===== config.mk =====
export PLATFORM = sky130hd
export DESIGN_NAME = sink_drv_ctrl
export DESIGN_NICKNAME = d
export VERILOG_FILES = /design/src/rtl/sld_pkg.sv /design/src/rtl/sld_sync.sv /design/src/rtl/sld_rise.sv /design/src/rtl/sld_shifter.sv /design/src/rtl/sld_latch_bank.sv /design/src/rtl/sld_blank.sv /design/src/rtl/sink_drv_ctrl.sv
export SDC_FILE = /design/constraint.sdc
export NUM_CORES = 1
export LEC_CHECK = 0
export BUFFER_PORTS_ARGS = -buffer_cell sky130_fd_sc_hd__buf_2
export CAP_MARGIN = 20
export CORE_MARGIN = 5
export CORE_UTILIZATION = 32
export CTS_CLUSTER_DIAMETER = 50
export DETAILED_ROUTE_END_ITERATION = 7
export GPL_TIMING_DRIVEN = 0
export PLACE_DENSITY_LB_ADDON = 0.3
export SLEW_MARGIN = 30
export SYNTH_ARGS = -nofsm -noshare
export SYNTH_HDL_FRONTEND = slang
export SYNTH_SLANG_ARGS = --single-unit

===== constraint.sdc =====
create_clock -name clk -period 1.5 [get_ports clk]
set_input_delay 0.075 -clock clk [delete_from_list [all_inputs] [get_ports clk]]
set_output_delay 0.075 -clock clk [all_outputs]
set_load 0.005 [all_outputs]

===== src/rtl/sld_pkg.sv =====
package sld_pkg;
  localparam int unsigned CHANNELS_DEF = 16;
  localparam int unsigned SYNC_DEF     = 2;
  localparam int unsigned LANES        = 3;
  localparam int unsigned LANE_DATA    = 0;
  localparam int unsigned LANE_SCLK    = 1;
  localparam int unsigned LANE_LE      = 2;
endpackage


===== src/rtl/sld_sync.sv =====
module sld_sync #(
  parameter int unsigned WIDTH  = 1,
  parameter int unsigned STAGES = 2
) (
  input  logic             clk,
  input  logic             rst,
  input  logic [WIDTH-1:0] d_i,
  output logic [WIDTH-1:0] q_o
);
  localparam int unsigned LAST = STAGES - 1;

  logic [STAGES-1:0][WIDTH-1:0] stg_q;

  always_ff @(posedge clk) begin
    if (rst) begin
      stg_q <= '0;
    end else begin
      stg_q[0] <= d_i;
      for (int s = 1; s < STAGES; s++) begin
        stg_q[s] <= stg_q[s-1];
      end
    end
  end

  assign q_o = stg_q[LAST];
endmodule


===== src/rtl/sld_rise.sv =====
module sld_rise (
  input  logic clk,
  input  logic rst,
  input  logic lvl_i,
  output logic rise_o
);
  logic prev_q;

  always_ff @(posedge clk) begin
    if (rst) prev_q <= 1'b0;
    else     prev_q <= lvl_i;
  end

  assign rise_o = lvl_i & ~prev_q;
endmodule


===== src/rtl/sld_shifter.sv =====
module sld_shifter #(
  parameter int unsigned N = 16
) (
  input  logic         clk,
  input  logic         rst,
  input  logic         shift_i,
  input  logic         bit_i,
  output logic [N-1:0] sr_q
);
  always_ff @(posedge clk) begin
    if (rst)          sr_q <= '0;
    else if (shift_i) sr_q <= {sr_q[N-2:0], bit_i};
  end
endmodule


===== src/rtl/sld_latch_bank.sv =====
module sld_latch_bank #(
  parameter int unsigned N = 16
) (
  input  logic         clk,
  input  logic         rst,
  input  logic         load_i,
  input  logic [N-1:0] d_i,
  output logic [N-1:0] q_o
);
  always_ff @(posedge clk) begin
    if (rst)         q_o <= '0;
    else if (load_i) q_o <= d_i;
  end
endmodule


===== src/rtl/sld_blank.sv =====
module sld_blank #(
  parameter int unsigned N = 16
) (
  input  logic         blank_i,
  input  logic [N-1:0] d_i,
  output logic [N-1:0] q_o
);
  for (genvar c = 0; c < N; c++) begin : g_chan
    assign q_o[c] = d_i[c] & ~blank_i;
  end
endmodule


===== src/rtl/sink_drv_ctrl.sv =====
module sink_drv_ctrl
  import sld_pkg::*;
#(
  parameter int unsigned CHANNELS    = CHANNELS_DEF,
  parameter int unsigned SYNC_STAGES = SYNC_DEF
) (
  input  logic                clk,
  input  logic                rst,
  input  logic                sdi_i,
  input  logic                sclk_i,
  input  logic                le_i,
  input  logic                oe_n_i,
  output logic                sdo_o,
  output logic [CHANNELS-1:0] chan_on_o
);
  localparam int unsigned TOP = CHANNELS - 1;

  logic [LANES-1:0]    raw_in;
  logic [LANES-1:0]    sync_q;
  logic                data_s;
  logic                sclk_s;
  logic                le_s;
  logic                shift_rise;
  logic [CHANNELS-1:0] shreg_q;
  logic [CHANNELS-1:0] latch_q;

  always_comb begin
    raw_in            = '0;
    raw_in[LANE_DATA] = sdi_i;
    raw_in[LANE_SCLK] = sclk_i;
    raw_in[LANE_LE]   = le_i;
  end

  sld_sync #(.WIDTH(LANES), .STAGES(SYNC_STAGES)) u_sync (
    .clk (clk),
    .rst (rst),
    .d_i (raw_in),
    .q_o (sync_q)
  );

  assign data_s = sync_q[LANE_DATA];
  assign sclk_s = sync_q[LANE_SCLK];
  assign le_s   = sync_q[LANE_LE];

  sld_rise u_rise (
    .clk    (clk),
    .rst    (rst),
    .lvl_i  (sclk_s),
    .rise_o (shift_rise)
  );

  sld_shifter #(.N(CHANNELS)) u_shift (
    .clk     (clk),
    .rst     (rst),
    .shift_i (shift_rise),
    .bit_i   (data_s),
    .sr_q    (shreg_q)
  );

  sld_latch_bank #(.N(CHANNELS)) u_latch (
    .clk    (clk),
    .rst    (rst),
    .load_i (le_s),
    .d_i    (shreg_q),
    .q_o    (latch_q)
  );

  sld_blank #(.N(CHANNELS)) u_blank (
    .blank_i (oe_n_i),
    .d_i     (latch_q),
    .q_o     (chan_on_o)
  );

  assign sdo_o = shreg_q[TOP];
endmodule


==> results of run 1 <==
layout make-up:
class                           count  area (sq um)
Sequential cell                    39           781
Buffer                              9          66.3
Multi-Input combinational cell     89           652
Clock inverter                      2          12.5
Fill cell                         465          2840
Clock buffer                        6          72.6
Timing Repair Buffer               25           140
Tap cell                           54          67.6
kinds of logic (layout without fill, tap and decap cells):
| family | count (synthesis) | count (layout) |
|---|---|---|
| AOI/OAI and AO/OA | 1 | 1 |
| buffers and inverters | 9 | 42 |
| DFF | 39 | 39 |
| muxes | 31 | 31 |
| and+or+nand+nor | 57 | 57 |
how the worst max path moves through the flow:
stage / start / slack [ns] / to
floorplan: u_sync.q_o[1]$_SDFF_PP0_ / 0.55 / u_shift.sr_q[10]$_SDFFE_PP0P_
global placement: oe_n_i / 0.39 / chan_on_o[11]
detailed placement: oe_n_i / 0.37 / chan_on_o[10]
CTS: oe_n_i / 0.37 / chan_on_o[10]
global route: oe_n_i / 0.30 / chan_on_o[12]
finish: oe_n_i / 0.42 / chan_on_o[12]
power by group:
part	total, mW	switching, mW	leakage (nW)	internal (mW)
combinational	0.0900	0.0438	0.374	0.0462
clock	0.673	0.349	0.0412	0.325
sequential	1.05	0.00258	0.315	1.04
placed cells by master, fill, tap and decap left out:
cell type / instances
dlygate4sd3_1: 3
nor2b_1: 17
buf_6: 2
and2b_1: 6
clkbuf_1: 4
clkinvlp_4: 1
dfxtp_1: 39
mux2i_1: 31
nand2b_1: 16
buf_2: 24
buf_8: 1
o21ai_0: 1
or4bb_1: 1
clkinv_2: 1
buf_4: 1
clkbuf_8: 5
nor2_1: 16
nor2b_4: 1
flip-flops by register name, summed over array words and instances, names as in the netlist:
signal / count
u_shift.sr_q: 16
u_rise.prev_q: 1
u_latch.q_o: 16
u_sync.q_o: 3
u_sync.stg_q: 3
worst max-delay path, stage by stage:
cell and delay (ns):
buf_2 0.14, clkbuf_1 0.43, and2b_1 0.24, buf_2 0.12
layer usage:
layer	vias to the layer above	wire (um)	track usage, %
met2	22	1110	15.3
met5	-	0	0
li1	510	-	-
met1	440	1330	12.6
met4	0	54	5.77
met3	5	154	3.56
==> qor.yml, run 1 <==
yosys:
  syn_nets: 143
  synth.mux.area_fraction_pct: 20.7
  synth_top_cell_area_share_pct: 52.1
  synth-xor-area-share_pct: 0
  synth.distinct_cells: 14
  yosys_warnings: 0
  synth_area_leaders: "dfxtp_1 (52%), mux2i_1 (21%), nor2b_1 (7.1%), nand2b_1 (6.7%), nor2_1 (4.0%)"
  synth_top_cell_by_area: "dfxtp_1"
  ys_seq_area_share_pct: 52.1
  syn_area_sq_mm: 0.00150
  synthFlopType: "dfxtp_1"
  synth_top_family_by_area: "simple AND/OR/NAND/NOR gates"
  synth_area_per_cell_sq_um: 10.9
  ys_ff_latch: 39
  synth_compound_area_share_pct: 0.334
  ys_async_sr_fraction_pct: 0
  synth_cells: 137
  yosysMostFrequentCell: "dfxtp_1"
  synth_edf_count: 0
  synthAdderAreaFrac_pct: 0
  synth_common_cells: "dfxtp_1 (39), mux2i_1 (31), nor2b_1 (17)"
  synthSimpleGateAreaFrac_pct: 22.5
sta:
  rsz0062_at_grt: "no"
  layout_min_cycle_time_ns: 1.08
  relSlewSlack_pct: 65.7
  fin_setup_tns_ns: 0
  clock.fmax_mhz: 926
  worstMarginPinSlew_ns: 0.515
  hold_ws_ns: 0.119
  setup_viol: 0
  skew_ns: 0.00759
  hold_viol_final: 0
  finalCritPeriodShare_pct: 72.0
  finalWorstSetupSlack_ns: 0.420
  slew_violations: 0
placement:
  io_buffers: 22
  place_congestion: 0.687
  dp.cells: 213
  pre_cts_ws_ns: 0.372
  place_area_sq_mm: 0.00168
  dp_hpwl_um: 1850
detailed_routing:
  vias: 977
  wl_per_cell_um: 11.8
  vias_per_cell: 4.36
  wl_um: 2650
  drt-initial-drc-count: 53
  drtPass1Iterations: 4
  drc: 0
  final_antenna_net_count: 0
cells_and_area:
  final_cells: 224
  utilization_pct: 38.7
  fin_area_sq_mm: 0.00179
  final_nets: 175
  drive_above_1_share_pct: 21.2
  antenna_cells: 0
  area_delta_synth_final_pct: 19.5
floorplanning:
  floorplan.initialDensity_pct: 32.4
  die_h_um: 78.4
  ios: 23
  rows: 25
  die_area_sq_mm: 0.00615
  die_x_um: 78.4
  core_sq_mm: 0.00463
worst_setup_path:
  path_max_fanout: 10
  regToRegSetupSlack_ns: 0.45
  timing.critical_path.required_ns: 1.42
  rr_worst_depth: 4
  arrival_ns: 1.00
  worstReg2RegStart: "u_sync.q_o[1]$_SDFF_PP0_"
  end_kind: "output port"
  r2r_end: "u_shift.sr_q[11]$_SDFFE_PP0P_"
  worst-setup-path-type: "input port to output port"
  critPathLaunchType: "input port"
clocking:
  cts_resized: 0
  postCtsSetupRepairBufs: 0
  clk_pin_slew_ns: 0.07
  cts_buffers: 5
  cts_num_sinks: 39
  cts_root_buf: "clkbuf_8"
  cts_tree: "done"
  cts_hold_buf: 3
  htreeDepth: 2
  clock_latency_ns: 0.29
  clk_path_buf_depth: 2
power_and_ir_drop:
  ir_drop_v: 0.000563
  p_leak_nw: 0.731
  power_mw: 1.81
  cellPowerDensity_mw_per_mm2: 1010
grt:
  grt.overflow.total: 0
  first_global_vias: 1009
  grt_pass1_wl_um: 4780
  antenna_found_initial: 0
  grt_max_degree: 13
  grt_use_total_pct: 10.2
hold_path:
  holdCritPathClass: "input port to register"
  hp-start: "rst"
  holdPathEnd: "u_shift.sr_q[0]$_SDFFE_PP0P_"
  worstHoldPathCells: 3
job:
  max_cap_violations: 0
run_status:
  status: "finished, final reports clean"
No activity file was read; power rests on OpenSTA's default activity.
==> run 2: changes to the inputs <==
Clock period 1.5 ns to 1 ns, I/O delays scaled along.
==> qor.yml, run 2 (synthesized netlist as in run 1, its figures left out) <==
clocking:
  clock_latency_ns: 0.29
  clk_path_buf_depth: 2
  cts_buffers: 5
  htreeDepth: 2
  cts_tree: "done"
  cts_root_buf: "clkbuf_8"
  cts_num_sinks: 39
  clk_pin_slew_ns: 0.07
worst_setup_path:
  r2r_end: "u_shift.sr_q[2]$_SDFFE_PP0P_"
  cp.depth: 3
  end_kind: "register"
  max_stage_delay_ns: 0.33
  worst-setup-path-type: "register to register"
  path_delay_family: "flip-flops"
  worst_path_max_delay_cell: "dfxtp_2"
  worstReg2RegStart: "u_sync.q_o[1]$_SDFF_PP0_"
  path_max_fanout: 8
  arrival_ns: 1.17
  path_cells: "nor2b_4, clkbuf_16, mux2i_1"
  critPathLaunchType: "register"
  timing.critical_path.required_ns: 1.21
  regToRegSetupSlack_ns: 0.04
  rr_worst_depth: 3
  cp.buffers_inverters: 1
sta:
  skew_ns: 0.00853
  worstMarginPinSlew_ns: 0.468
  finalCritPeriodShare_pct: 96.4
  slew_violations: 0
  relSlewSlack_pct: 68.8
  clock.fmax_mhz: 1040
  setup_viol: 0
  rsz0062_at_grt: "yes"
  layout_min_cycle_time_ns: 0.964
  hold_viol_final: 0
detailed_routing:
  drc: 0
  drt-initial-drc-count: 63
  vias: 1003
  vias_per_cell: 4.42
  wl_per_cell_um: 12.4
  drtPass1Iterations: 4
  final_antenna_net_count: 0
  wl_um: 2810
placement:
  io_buffers: 22
  place_area_sq_mm: 0.00168
  dp_hpwl_um: 1850
  place_congestion: 0.687
grt:
  grt_pass1_wl_um: 4800
  grt.overflow.total: 0
  grt_max_degree: 17
  first_global_vias: 1028
  grt_use_total_pct: 10.2
  antenna_found_initial: 0
cells_and_area:
  drive_above_1_share_pct: 29.5
  fillCellCount: 452
  final_nets: 178
  regArea_sq_um: 786
  layout_common_cells: "dfxtp_1 (35), mux2i_1 (30), buf_2 (24), nor2_1 (16), nand2b_1 (16)"
  reg_top3: "u_latch.q_o (16), u_shift.sr_q (16)"
  multi_input_area_sq_um: 684
  antenna_cells: 0
  fin_area_sq_mm: 0.00191
  area_delta_synth_final_pct: 27.7
  final_common_cell: "dfxtp_1"
floorplanning:
  die_h_um: 78.4
  rows: 25
  die_area_sq_mm: 0.00615
  die_x_um: 78.4
  floorplan.initialDensity_pct: 32.4
  core_sq_mm: 0.00463
  ios: 23
run_status:
  status: "finished, final reports clean"
power_and_ir_drop:
  p_leak_nw: 0.771
  cellPowerDensity_mw_per_mm2: 1430
  ir_drop_v: 0.000877
  power_mw: 2.74
hold_path:
  holdCritPathClass: "input port to register"
  hp-start: "rst"
  worstHoldPathCells: 3
  holdPathEnd: "u_shift.sr_q[0]$_SDFFE_PP0P_"
job:
  max_cap_violations: 0
==> run 2: changes by cell type in the layout (fill, tap and decap cells not counted), sizes merged <==
cell    before  now
clkbuf       9   11
buf         28   29
==> run 2: power breakdown <==
group          internal (mW)  switching (mW)  total (mW)
registers               1.57         0.00433        1.57
logic                 0.0944          0.0761       0.170
clock network          0.487           0.518        1.00
==> run 2: cell type report <==
type / instances / area share (%)
well taps: 54 / 3.53
clock buffers: 6 / 3.79
flip-flops and latches: 39 / 41.0
repair buffers: 29 / 11.4
multi-input cells: 89 / 35.8
clock inverters: 2 / 0.654
plain buffers: 8 / 3.86
==> run 2: metal layers <==
layer	track usage [%]	share of wire, %	vias to the layer above
li1	-	-	517
met1	12.6	49	460
met2	15.4	43	21
met3	3.56	5.1	5
met4	5.77	1.9	0
met5	0	0	-
==> run 2: tightest hold or removal path: stages <==
cell and delay (ns):
buf_2 0.10, or4bb_1 0.10, o21ai_1 0.05
==> run 2: per-stage QoR <==
step / std cells / TNS, ns / hold WS [ns] / util (%) / worst slack, ns
finish: 227 / 0 / 0.0640 / 41.4 / 0.0361
global route: 227 / -0.0860 / 0.0929 / 41.4 / -0.0190
CTS: 225 / 0 / 0.0697 / 39.3 / 0.00948
detailed placement: 213 / -0.870 / 0.264 / 36.2 / -0.0782
global placement: 213 / -0.506 / 0.266 / 36.2 / -0.0640
floorplan: 137 / 0 / 0.130 / - / 0.0549
==> run 2: how the worst max path moves through the flow <==
stage / slack [ns] / startpoint / endpoint
after floorplan: 0.05 / u_sync.q_o[1]$_SDFF_PP0_ / u_shift.sr_q[10]$_SDFFE_PP0P_
after global placement: -0.06 / oe_n_i / chan_on_o[11]
after detailed placement: -0.08 / oe_n_i / chan_on_o[10]
after CTS: 0.009 / u_sync.q_o[1]$_SDFF_PP0_ / u_shift.sr_q[11]$_SDFFE_PP0P_
after global routing: -0.02 / u_rise.prev_q$_SDFF_PP0_ / u_shift.sr_q[0]$_SDFFE_PP0P_
final: 0.04 / u_sync.q_o[1]$_SDFF_PP0_ / u_shift.sr_q[2]$_SDFFE_PP0P_
==> run 2: timing repair <==
item | 4_1_cts | 5_1_grt
setup endpoints to repair | 25 | 28
buffers inserted | 2 | 0
gates resized for setup | 4 | 15
endpoints found under the hold margin | 3 | 0
gates cloned | 0 | 2
hold buffers | 3 | 0
pin swaps | 0 | 1
==> run 3: changes to the inputs <==
Settings changed: PLACE_DENSITY_LB_ADDON 0.3 to 0.15, RECOVER_POWER set to 50.
==> qor.yml, run 3 (synthesized netlist as in run 1, its figures left out) <==
detailed_routing:
  drt-initial-drc-count: 71
  drc: 0
  wl_um: 2710
  drtPass1Iterations: 4
  final_antenna_net_count: 0
  wl_per_cell_um: 11.8
  vias: 973
  vias_per_cell: 4.25
floorplanning:
  rows: 25
  floorplan.initialDensity_pct: 32.4
  die_area_sq_mm: 0.00615
  core_sq_mm: 0.00463
  ios: 23
  die_x_um: 78.4
  die_h_um: 78.4
clocking:
  cts_num_sinks: 39
  cts_buffers: 5
  clock_latency_ns: 0.28
  clk_pin_slew_ns: 0.07
  cts_tree: "done"
  clk_path_buf_depth: 2
  cts_root_buf: "clkbuf_8"
  htreeDepth: 2
run_status:
  status: "finished, final reports clean"
grt:
  grt_max_degree: 17
  grt_pass1_wl_um: 4440
  antenna_found_initial: 0
  first_global_vias: 930
  grt_use_total_pct: 8.94
  grt.overflow.total: 0
job:
  max_cap_violations: 0
cells_and_area:
  final_nets: 180
  final_cells: 229
  reg_top3: "u_latch.q_o (16), u_shift.sr_q (16)"
  regArea_sq_um: 783
  layout_common_cells: "dfxtp_1 (37), mux2i_1 (30), buf_2 (24)"
  fin_area_sq_mm: 0.00192
  drive_above_1_share_pct: 26.9
  area_delta_synth_final_pct: 28.0
  final_common_cell: "dfxtp_1"
  antenna_cells: 0
  multi_input_area_sq_um: 658
  fillCellCount: 465
worst_setup_path:
  path_max_fanout: 8
  timing.critical_path.required_ns: 1.21
  path_cells: "nor2b_4, clkbuf_16, mux2i_1"
  arrival_ns: 1.17
  max_stage_delay_ns: 0.33
  end_kind: "register"
  critPathLaunchType: "register"
  worst_path_max_delay_cell: "dfxtp_2"
  worst-setup-path-type: "register to register"
power_and_ir_drop:
  ir_drop_v: 0.000731
  cellPowerDensity_mw_per_mm2: 1500
  p_leak_nw: 0.789
sta:
  layout_min_cycle_time_ns: 0.957
  relSlewSlack_pct: 70.2
  setup_viol: 0
  rsz0062_at_grt: "yes"
  slew_violations: 0
  worstMarginPinSlew_ns: 0.447
  finalCritPeriodShare_pct: 95.7
  skew_ns: 0.00570
  hold_viol_final: 0
  fin_setup_tns_ns: 0
  clock.fmax_mhz: 1040
  finalWorstSetupSlack_ns: 0.0425
placement:
  pre_cts_ws_ns: -0.0487
  io_buffers: 22
  dp_hpwl_um: 1830
  dp.cells: 213
  place_congestion: 0.682
  place_area_sq_mm: 0.00168
hold_path:
  holdCritPathClass: "input port to register"
run 3: changes by cell type in the layout (fill, tap and decap cells not counted), sizes merged:
cell | before | now
buf | 29 | 31
clkinv | 1 | 0
clkbuf | 11 | 12
run 3: worst paths after layout:
path,startpoint,endpoint,slack [ns],depth (start not counted)
max,u_sync.q_o[1]$_SDFF_PP0_,u_shift.sr_q[14]$_SDFFE_PP0P_,0.04,3
min,rst,u_shift.sr_q[0]$_SDFFE_PP0P_,0.08,3
max reg2reg,u_sync.q_o[1]$_SDFF_PP0_,u_shift.sr_q[14]$_SDFFE_PP0P_,0.04,3
min reg2reg,u_sync.stg_q[0]$_SDFF_PP0_,u_sync.q_o[0]$_SDFF_PP0_,0.44,1
run 3: stage by stage:
stage | utilization (%) | power (mW) | hold WS (ns)
6_report | 41.5 | 2.88 | 0.0842
3_5_place_dp | 36.2 | 1.73 | 0.264
3_3_place_gp | 36.2 | 1.73 | 0.264
5_1_grt | 41.5 | 3.01 | 0.0973
2_1_floorplan | - | 1.70 | 0.130
4_1_cts | 39.1 | 2.90 | 0.0759
run 3: power by group:
part           internal (mW)  total (mW)  switching [mW]
sequential              1.57        1.57         0.00414
combinational         0.0971       0.170          0.0729
clock                  0.627        1.14           0.518
total                   2.29        2.88           0.595
run 3: what timing repair did:
item / in CTS / in global routing
hold endpoints to repair: 3 / 0
setup buffers: 0 / 4
gates resized for setup: 4 / 6
pin swaps: 0 / 0
gates cloned: 0 / 2
hold buffers: 3 / 0
endpoints found under the setup margin: 24 / 26
run 3: cell type report:
| cell class | count | share of cell area (%) |
|---|---|---|
| Tap cell | 54 | 3.52 |
| Clock buffer | 7 | 5.02 |
| Sequential cell | 39 | 40.8 |
| Timing Repair Buffer | 31 | 12.1 |
| Clock inverter | 1 | 0.391 |
| Multi-Input combinational cell | 89 | 34.3 |
| Buffer | 8 | 3.85 |
run 3: worst max-delay path: cells and delay by family (launching register included):
kind	cells	cell delay (ns)
buffers and inverters	1	0.18
DFF	1	0.33
muxes	1	0.17
and+or+nand+nor	1	0.20
run 3: per-layer routing:
metal	routed length [um]	share of wire (%)	global-route usage [%]
met3	136	5.0	3.10
met5	0	0	0
met1	1260	47	11.3
met2	1290	48	14.4
met4	19	0.70	2.62
